==> src/rtl/pio_pkg.sv <==
package pio_pkg;
    typedef enum logic [1:0] {
        SEL_A    = 2'd0,
        SEL_B    = 2'd1,
        SEL_C    = 2'd2,
        SEL_CTRL = 2'd3
    } pio_sel_e;

    // Field positions inside a control write
    localparam int CMD_KIND_BIT = 7;
    localparam int DIR_A_BIT    = 0;
    localparam int DIR_B_BIT    = 1;
    localparam int DIR_CLO_BIT  = 2;
    localparam int DIR_CHI_BIT  = 3;
    localparam int BSR_VAL_BIT  = 0;
endpackage

==> src/rtl/pio_wr_decode.sv <==
module pio_wr_decode
    import pio_pkg::*;
#(
    parameter int DATA_W = 8
) (
    input  logic              cs,
    input  logic              wr,
    input  logic [1:0]        addr,
    input  logic              kind_bit,
    output logic              mode_wr,
    output logic              bsr_wr,
    output logic [2:0]        port_wr
);
    logic acc;

    always_comb begin
        acc     = cs && wr;
        mode_wr = acc && (pio_sel_e'(addr) == SEL_CTRL) && kind_bit;
        bsr_wr  = acc && (pio_sel_e'(addr) == SEL_CTRL) && !kind_bit;
        port_wr = '0;
        if (acc) begin
            unique case (pio_sel_e'(addr))
                SEL_A:    port_wr[0] = 1'b1;
                SEL_B:    port_wr[1] = 1'b1;
                SEL_C:    port_wr[2] = 1'b1;
                default:  port_wr    = '0;
            endcase
        end
    end
endmodule

==> src/rtl/pio_rd_merge.sv <==
module pio_rd_merge #(
    parameter int DATA_W = 8
) (
    input  logic [DATA_W-1:0] latch_val,
    input  logic [DATA_W-1:0] pin_val,
    input  logic [DATA_W-1:0] oe,
    output logic [DATA_W-1:0] merged
);
    for (genvar i = 0; i < DATA_W; i++) begin : g_bit
        assign merged[i] = oe[i] ? latch_val[i] : pin_val[i];
    end
endmodule

==> src/rtl/pio_triport.sv <==
module pio_triport
    import pio_pkg::*;
#(
    parameter int DATA_W = 8
) (
    input  logic              clk,
    input  logic              rst_n,
    input  logic              cs,
    input  logic              rd,
    input  logic              wr,
    input  logic [1:0]        addr,
    input  logic [DATA_W-1:0] wdata,
    output logic [DATA_W-1:0] rdata,
    input  logic [DATA_W-1:0] pa_in,
    output logic [DATA_W-1:0] pa_out,
    output logic [DATA_W-1:0] pa_oe,
    input  logic [DATA_W-1:0] pb_in,
    output logic [DATA_W-1:0] pb_out,
    output logic [DATA_W-1:0] pb_oe,
    input  logic [DATA_W-1:0] pc_in,
    output logic [DATA_W-1:0] pc_out,
    output logic [DATA_W-1:0] pc_oe
);
    localparam int IDX_W  = $clog2(DATA_W);
    localparam int HALF_W = DATA_W / 2;
    localparam logic [DATA_W-1:0] MODE_RST =
        (DATA_W'(1) << CMD_KIND_BIT) | DATA_W'(4'hF);

    typedef struct packed {
        logic [DATA_W-1:0] mode;
        logic [DATA_W-1:0] la;
        logic [DATA_W-1:0] lb;
        logic [DATA_W-1:0] lc;
    } pio_state_t;

    pio_state_t st_d, st_q;

    logic       mode_wr, bsr_wr;
    logic [2:0] port_wr;
    logic [IDX_W-1:0] bit_idx;

    pio_wr_decode #(.DATA_W(DATA_W)) u_dec (
        .cs       (cs),
        .wr       (wr),
        .addr     (addr),
        .kind_bit (wdata[CMD_KIND_BIT]),
        .mode_wr  (mode_wr),
        .bsr_wr   (bsr_wr),
        .port_wr  (port_wr)
    );

    assign bit_idx = wdata[IDX_W:1];

    always_comb begin
        st_d = st_q;
        if (mode_wr) begin
            st_d.mode = wdata;
            st_d.la   = '0;
            st_d.lb   = '0;
            st_d.lc   = '0;
        end else if (bsr_wr) begin
            st_d.lc[bit_idx] = wdata[BSR_VAL_BIT];
        end else begin
            if (port_wr[0]) st_d.la = wdata;
            if (port_wr[1]) st_d.lb = wdata;
            if (port_wr[2]) st_d.lc = wdata;
        end
    end

    always_ff @(posedge clk) begin
        if (!rst_n) begin
            st_q.mode <= MODE_RST;
            st_q.la   <= '0;
            st_q.lb   <= '0;
            st_q.lc   <= '0;
        end else begin
            st_q <= st_d;
        end
    end

    // Direction: mode bit 1 = input, so enable is its inverse
    assign pa_oe = {DATA_W{~st_q.mode[DIR_A_BIT]}};
    assign pb_oe = {DATA_W{~st_q.mode[DIR_B_BIT]}};
    assign pc_oe = {{(DATA_W-HALF_W){~st_q.mode[DIR_CHI_BIT]}},
                    {HALF_W{~st_q.mode[DIR_CLO_BIT]}}};

    assign pa_out = st_q.la;
    assign pb_out = st_q.lb;
    assign pc_out = st_q.lc;

    logic [DATA_W-1:0] rd_a, rd_b, rd_c;

    pio_rd_merge #(.DATA_W(DATA_W)) u_rd_a (
        .latch_val (st_q.la), .pin_val (pa_in), .oe (pa_oe), .merged (rd_a));
    pio_rd_merge #(.DATA_W(DATA_W)) u_rd_b (
        .latch_val (st_q.lb), .pin_val (pb_in), .oe (pb_oe), .merged (rd_b));
    pio_rd_merge #(.DATA_W(DATA_W)) u_rd_c (
        .latch_val (st_q.lc), .pin_val (pc_in), .oe (pc_oe), .merged (rd_c));

    always_comb begin
        rdata = '0;
        if (cs && rd) begin
            unique case (pio_sel_e'(addr))
                SEL_A:    rdata = rd_a;
                SEL_B:    rdata = rd_b;
                SEL_C:    rdata = rd_c;
                SEL_CTRL: rdata = st_q.mode;
                default:  rdata = '0;
            endcase
        end
    end
endmodule

==> config.mk <==
export PLATFORM = sky130hd
export DESIGN_NAME = pio_triport
export DESIGN_NICKNAME = d
export VERILOG_FILES = /design/src/rtl/pio_pkg.sv /design/src/rtl/pio_wr_decode.sv /design/src/rtl/pio_rd_merge.sv /design/src/rtl/pio_triport.sv
export SDC_FILE = /design/constraint.sdc
export NUM_CORES = 1
export LEC_CHECK = 0
export BUFFER_PORTS_ARGS = -buffer_cell sky130_fd_sc_hd__buf_2
export CAP_MARGIN = 0
export CORE_MARGIN = 2
export CORE_UTILIZATION = 25
export DETAILED_ROUTE_END_ITERATION = 8
export GPL_ROUTABILITY_DRIVEN = 0
export SETUP_SLACK_MARGIN = 0.2
export SYNTH_ARGS = -nofsm -noshare
export SYNTH_HDL_FRONTEND = slang
export SYNTH_SLANG_ARGS = --single-unit
==> constraint.sdc <==
create_clock -name clk -period 2.9 [get_ports clk]
set_input_delay 0.435 -clock clk [delete_from_list [all_inputs] [get_ports clk]]
set_output_delay 0.435 -clock clk [all_outputs]
set_load 0.01 [all_outputs]
Yosys cells after proc, flatten, opt, wreduce, memory -nomap -nowiden
Cells that the tools add are included.
- add/sub/neg operators: 0
- multiply operators: 0
- divide/modulo/power cells: 0
- magnitude comparators: 2
- equality and inequality tests: 3
- shift operators: 0
- muxes and demuxes: 35
- bitwise logic cells: 6
- reductions and logical operators: 12
- operators with widths (kind ; count):
    $pmux 8 s4 ; 1
    $mux 1 ; 28
    $mux 8 ; 3
    $bwmux 8 ; 1
    $logic_and 1x1->1 ; 6
    $not 1->1 ; 6
    $eq 2x2->1 const B ; 2
    $lt 3x4->1 const B ; 1
    $reduce_and 2->1 ; 2
    $demux 1 s3 ; 1
    $ge 3x1->1 const B ; 1
    $mux 3 ; 1
    $eq 2x1->1 const B ; 1
    $logic_not 2->1 ; 1
    $reduce_bool 2->1 ; 1
    $reduce_or 2->1 ; 1
    $logic_not 1->1 ; 1
- register bits: 32
- latch bits: 0
- RAM bits: 0
- memory bits (read-only): 0
- word-level logic and storage cells: 62
- memories kept: 0

Depth between registers and ports, before layout
- depth after elaboration: 6
- gate-level depth with buffers: 5

By module
A second synthesis with hierarchy kept.
- cells, all modules: 233
- area, all modules: 2302.2 um2
- by module, submodules not included (module ; times used ; cells an instance ; area each (um2) ; sequential area each (um2)):
    pio_triport ; 1 ; 201 ; 1890.6 ; 640.6
    pio_rd_merge ; 3 ; 8 ; 120.1 ; 0.0
    pio_wr_decode ; 1 ; 8 ; 51.3 ; 0.0

Worst setup path after synthesis
OpenSTA, ideal clock, no wires.
- path type: input to output
- from: in addr[0]
- to: out rdata[2]
- arrival: 1331 ps
- required time: 2465 ps
- path slack: 1134 ps
- stages: 4
- cells stage by stage: buf_6 buf_4 mux2_2 o31ai_1
- word-level cells in the longest chain between the ends: 3
- elaborated cells between the ends (all ways): 6
- those cells by class: eq/ne: 3; mux: 2; reduce/logical: 1
- RTL lines (what ; RTL line ; source):
    from (decl) ; pio_triport.sv:11 ; input logic [1:0] addr,
    $eq 2x2->1 (tied with other cells) ; pio_triport.sv:103 ; unique case (pio_sel_e'(addr))
    $pmux 8 s4 (*) ; pio_triport.sv:103 ;
    $mux 8 (*) ; pio_triport.sv:102 ; if (cs && rd) begin
    to (decl) ; pio_triport.sv:13 ; output logic [DATA_W-1:0] rdata,
Mark *: on every way between the ends. The rest lies on a longest branch, timed or not.

Worst setup path in the final report
- from: reg st_q[24] (netlist bit)
- to: out rdata[4]
- word-level cells in the longest chain between the ends: 3
- RTL lines (what ; RTL line ; source):
    from (decl) ; pio_triport.sv:36 ; pio_state_t st_d, st_q;
    from (signal assigned) ; pio_triport.sv:77 ; st_q <= st_d;
    $mux 1 ; pio_rd_merge.sv:10 ; assign merged[i] = oe[i] ? latch_val[i] : pin_val[i];
    $pmux 8 s4 ; pio_triport.sv:103 ;
    $mux 8 ; pio_triport.sv:102 ;
Every way passes these cells.

==> key figures <==
Route
  – First DRT Iteration DRCs: 127
  – Post-route DRC: 0
  – Post-detailed-route count of antenna-violating nets: 0
  – DRT Pass-1 Iters: 6
  – Vias/cell: 4.76
  – Final WL: 7.10 mm
  – Via count: 2109
  – Average wire per standard cell: 16.0 um

Finish
  – Commonest non-fill, non-tap cell in the layout: buf_2
  – Ratio of cells with drive above 1 in the final layout: 43.3%
  – Most frequent cells in the layout: buf_2, dfxtp_1, mux2_2, a21oi_1, nand2_1
  – Final nets: 352
  – Layout area overhead: 10.3%
  – N_diodes: 0
  – Layout fillers: 1048

Die
  – Starting Density: 25.9%
  – CORE AREA: 0.00928 sq mm
  – Row Count: 35
  – Die Area: 0.0104 sq mm
  – Io pins: 95
  – Die Span Y: 102 um
  – Die width: 102 um

GRT
  – Vias in the first global route: 1914
  – Largest net degree at the start of global routing: 23
  – GRT Residual Overflow: 0
  – First-pass GRT wire length: 10.5 mm
  – Initial antenna violation count: 0
  – Total GRT Usage: 13.4%

Clocking
  – H-tree depth: 2
  – Postcts setup bufs: 0
  – Clock sink count: 32
  – CTS Buf Count: 5
  – Register clock-pin slew on the reported worst setup and hold paths: 0.07 ns
  – Longest Clk Path Bufs: 2
  – Worst-skew pair later-pin latency: 0.28 ns
  – Cts hold-fix bufs: 0
  – Clock root buffer: clkbuf_8
  – CTS tree: yes
  – Post_cts resized: 0

Power and ir drop
  – Pleak: 1.18 nW
  – Max IR drop VDD: 195 uV
  – Pwr Total: 1.09 mW
  – Pwr dens: 409 mW/mm^2

Critical path
  – CP Capture Type: output pin
  – Slowest CP cell: dfxtp_1
  – Setup Crit Path Kind: reg2out
  – Worst EP arrival: 1.83 ns
  – CP startpoint: st_q[24]$_SDFFE_PN1P_
  – CP max FO: 11
  – Cells on worst reg2reg path: 2
  – Max incr delay on CP: 0.65 ns
  – Worst R2R End: st_q[25]$_SDFFE_PN1P_
  – Crit path cell chain: mux2_2 -> a22oi_1 -> a21oi_1 -> buf_2
  – Buf/Inv on CP: 1
  – CP required: 2.47 ns
  – Worst reg2reg startpoint: st_q[25]$_SDFFE_PN1P_
  – Startpoint type of the worst setup path: register
  – Kind of cell adding the most delay to the critical path: flip-flops
  – Worst R2R Setup Slack: 1.87 ns

Placement
  – Port bufs: 94
  – Detail Placement HPWL: 5.37 mm
  – Place WS: 0.746 ns

Synth
  – Post-synthesis sequential area ratio: 26.7%
  – Mapped Nets: 318
  – Post-Synthesis Cells: 279
  – FF+latch count, synth: 32
  – Syn_area_per_cell: 8.61 sq um
  – Number of flops mapped to enable cells by yosys: 0
  – Most area-hungry cell type in the Yosys netlist: dfxtp_1
  – Synth cell types: 48
  – Fraction of registers with async set/reset: 0%
  – Ys Warns: 0
  – Post-synth top area share: 26.7%
  – Top cells by area, synth: dfxtp_1, buf_4, mux2_2, mux2i_1, a21oi_1
  – Cell area after synthesis: 0.00240 sq mm
  – Synth Flop Type: dfxtp_1

Timing
  – Unrepaired setup endpoints after global routing: false
  – Setup_tns: 0 ns
  – Final Max Tran Viols: 0
  – Final worst slack: 0.632 ns
  – Achievable Freq: 441 MHz
  – Final period demand of the worst path: 2.27 ns
  – Worst Max-Slew Pin Slew: 0.521 ns
  – Period Utilization, post-route: 78.2%
  – Clock Skews: 0 ns
  – Hold Fails Final Rpt: 0
  – Final setup violation count: 0
  – Max-slew headroom: 65.2%

Worst hold path
  – Min-delay worst type: in2reg
  – Hold path endpoint: st_q[27]$_SDFFE_PN1P_
  – Min-Delay Path Depth: 2
  – Worst Min Path Start: rst_n

Flow run
  – Max cap viols: 0

Status
  – Status: completed
[registers in the layout (all words and copies together), names as in the netlist]
signal and count:
st_q 8, pc_out 8, pa_out 8, pb_out 8
[metal layers]
metal | wire [um] | up-vias | track usage (%)
li1 | - | 1022 | -
met1 | 3280 | 984 | 17.2
met2 | 3210 | 96 | 21.8
met3 | 540 | 7 | 4.31
met4 | 72 | 0 | 3.69
met5 | 0 | - | 0
[final cells by class]
cell class                      count  area [sq um]  share of cell area [%]
Clock inverter                      2          35.0                    1.32
Inverter                            7          26.3                   0.992
Tap cell                          129           161                    6.09
Sequential cell                    32           641                    24.2
Clock buffer                        6          72.6                    2.74
Multi-Input combinational cell    170          1220                    46.1
Timing Repair Buffer               97           493                    18.6
[power by group]
group          total [mW]  leakage [nW]  switching [mW]  internal (mW)
Sequential          0.460         0.259          0.0110          0.449
Combinational       0.198         0.868           0.115         0.0834
Clock               0.426        0.0552           0.171          0.255
[how the worst max path moves through the flow]
stage | cells after the start | to | slack [ns]
after floorplan | 4 | rdata[2] | 1.13
after global placement | 5 | rdata[6] | 0.78
after detailed placement | 5 | rdata[6] | 0.75
after CTS | 4 | rdata[2] | 0.60
after global routing | 4 | rdata[2] | 0.50
final | 4 | rdata[4] | 0.63
[cell usage after synthesis, types with 2 or more instances]
library cell / number
a22oi_1: 6
mux2_2: 20
inv_1: 6
nand4bb_1: 2
nor4_1: 3
nand2b_1: 6
or2_2: 2
o211ai_1: 6
and4b_1: 2
dfxtp_1: 32
o2111ai_1: 2
nand3_1: 11
o21a_1: 2
o311a_1: 2
nand2_1: 17
nor2_1: 12
clkbuf_1: 3
o31ai_1: 3
buf_6: 6
nand4b_1: 3
a311oi_1: 5
a21oi_1: 20
a211oi_2: 3
buf_2: 9
buf_4: 52
o21ai_0: 7
o22ai_1: 2
nor3b_1: 2
mux2i_1: 12
nor2b_1: 3
[worst register-to-register path, cell delays in order (launching register included)]
cell	delay [ns]
dfxtp_1	0.64
o21ai_0	0.16
o311ai_0	0.12
[cell families after synthesis]
logic type / count (synthesis) / synth area share [%]
buf+inv: 77 / 22.5
flops: 32 / 26.7
mux: 32 / 14.4
simple gates: 73 / 17.1
compound gates: 65 / 19.3
[per-stage QoR]
step	utilization (%)	hold WS, ns	cells	cell area, sq um
global placement	27.4	0.438	435	2540
global route	28.5	0.405	443	2650
floorplan	-	0.408	279	2400
finish	28.5	0.414	443	2650
CTS	28.5	0.403	443	2650
detailed placement	27.4	0.424	435	2540
Power figures use the tool's default switching activity.
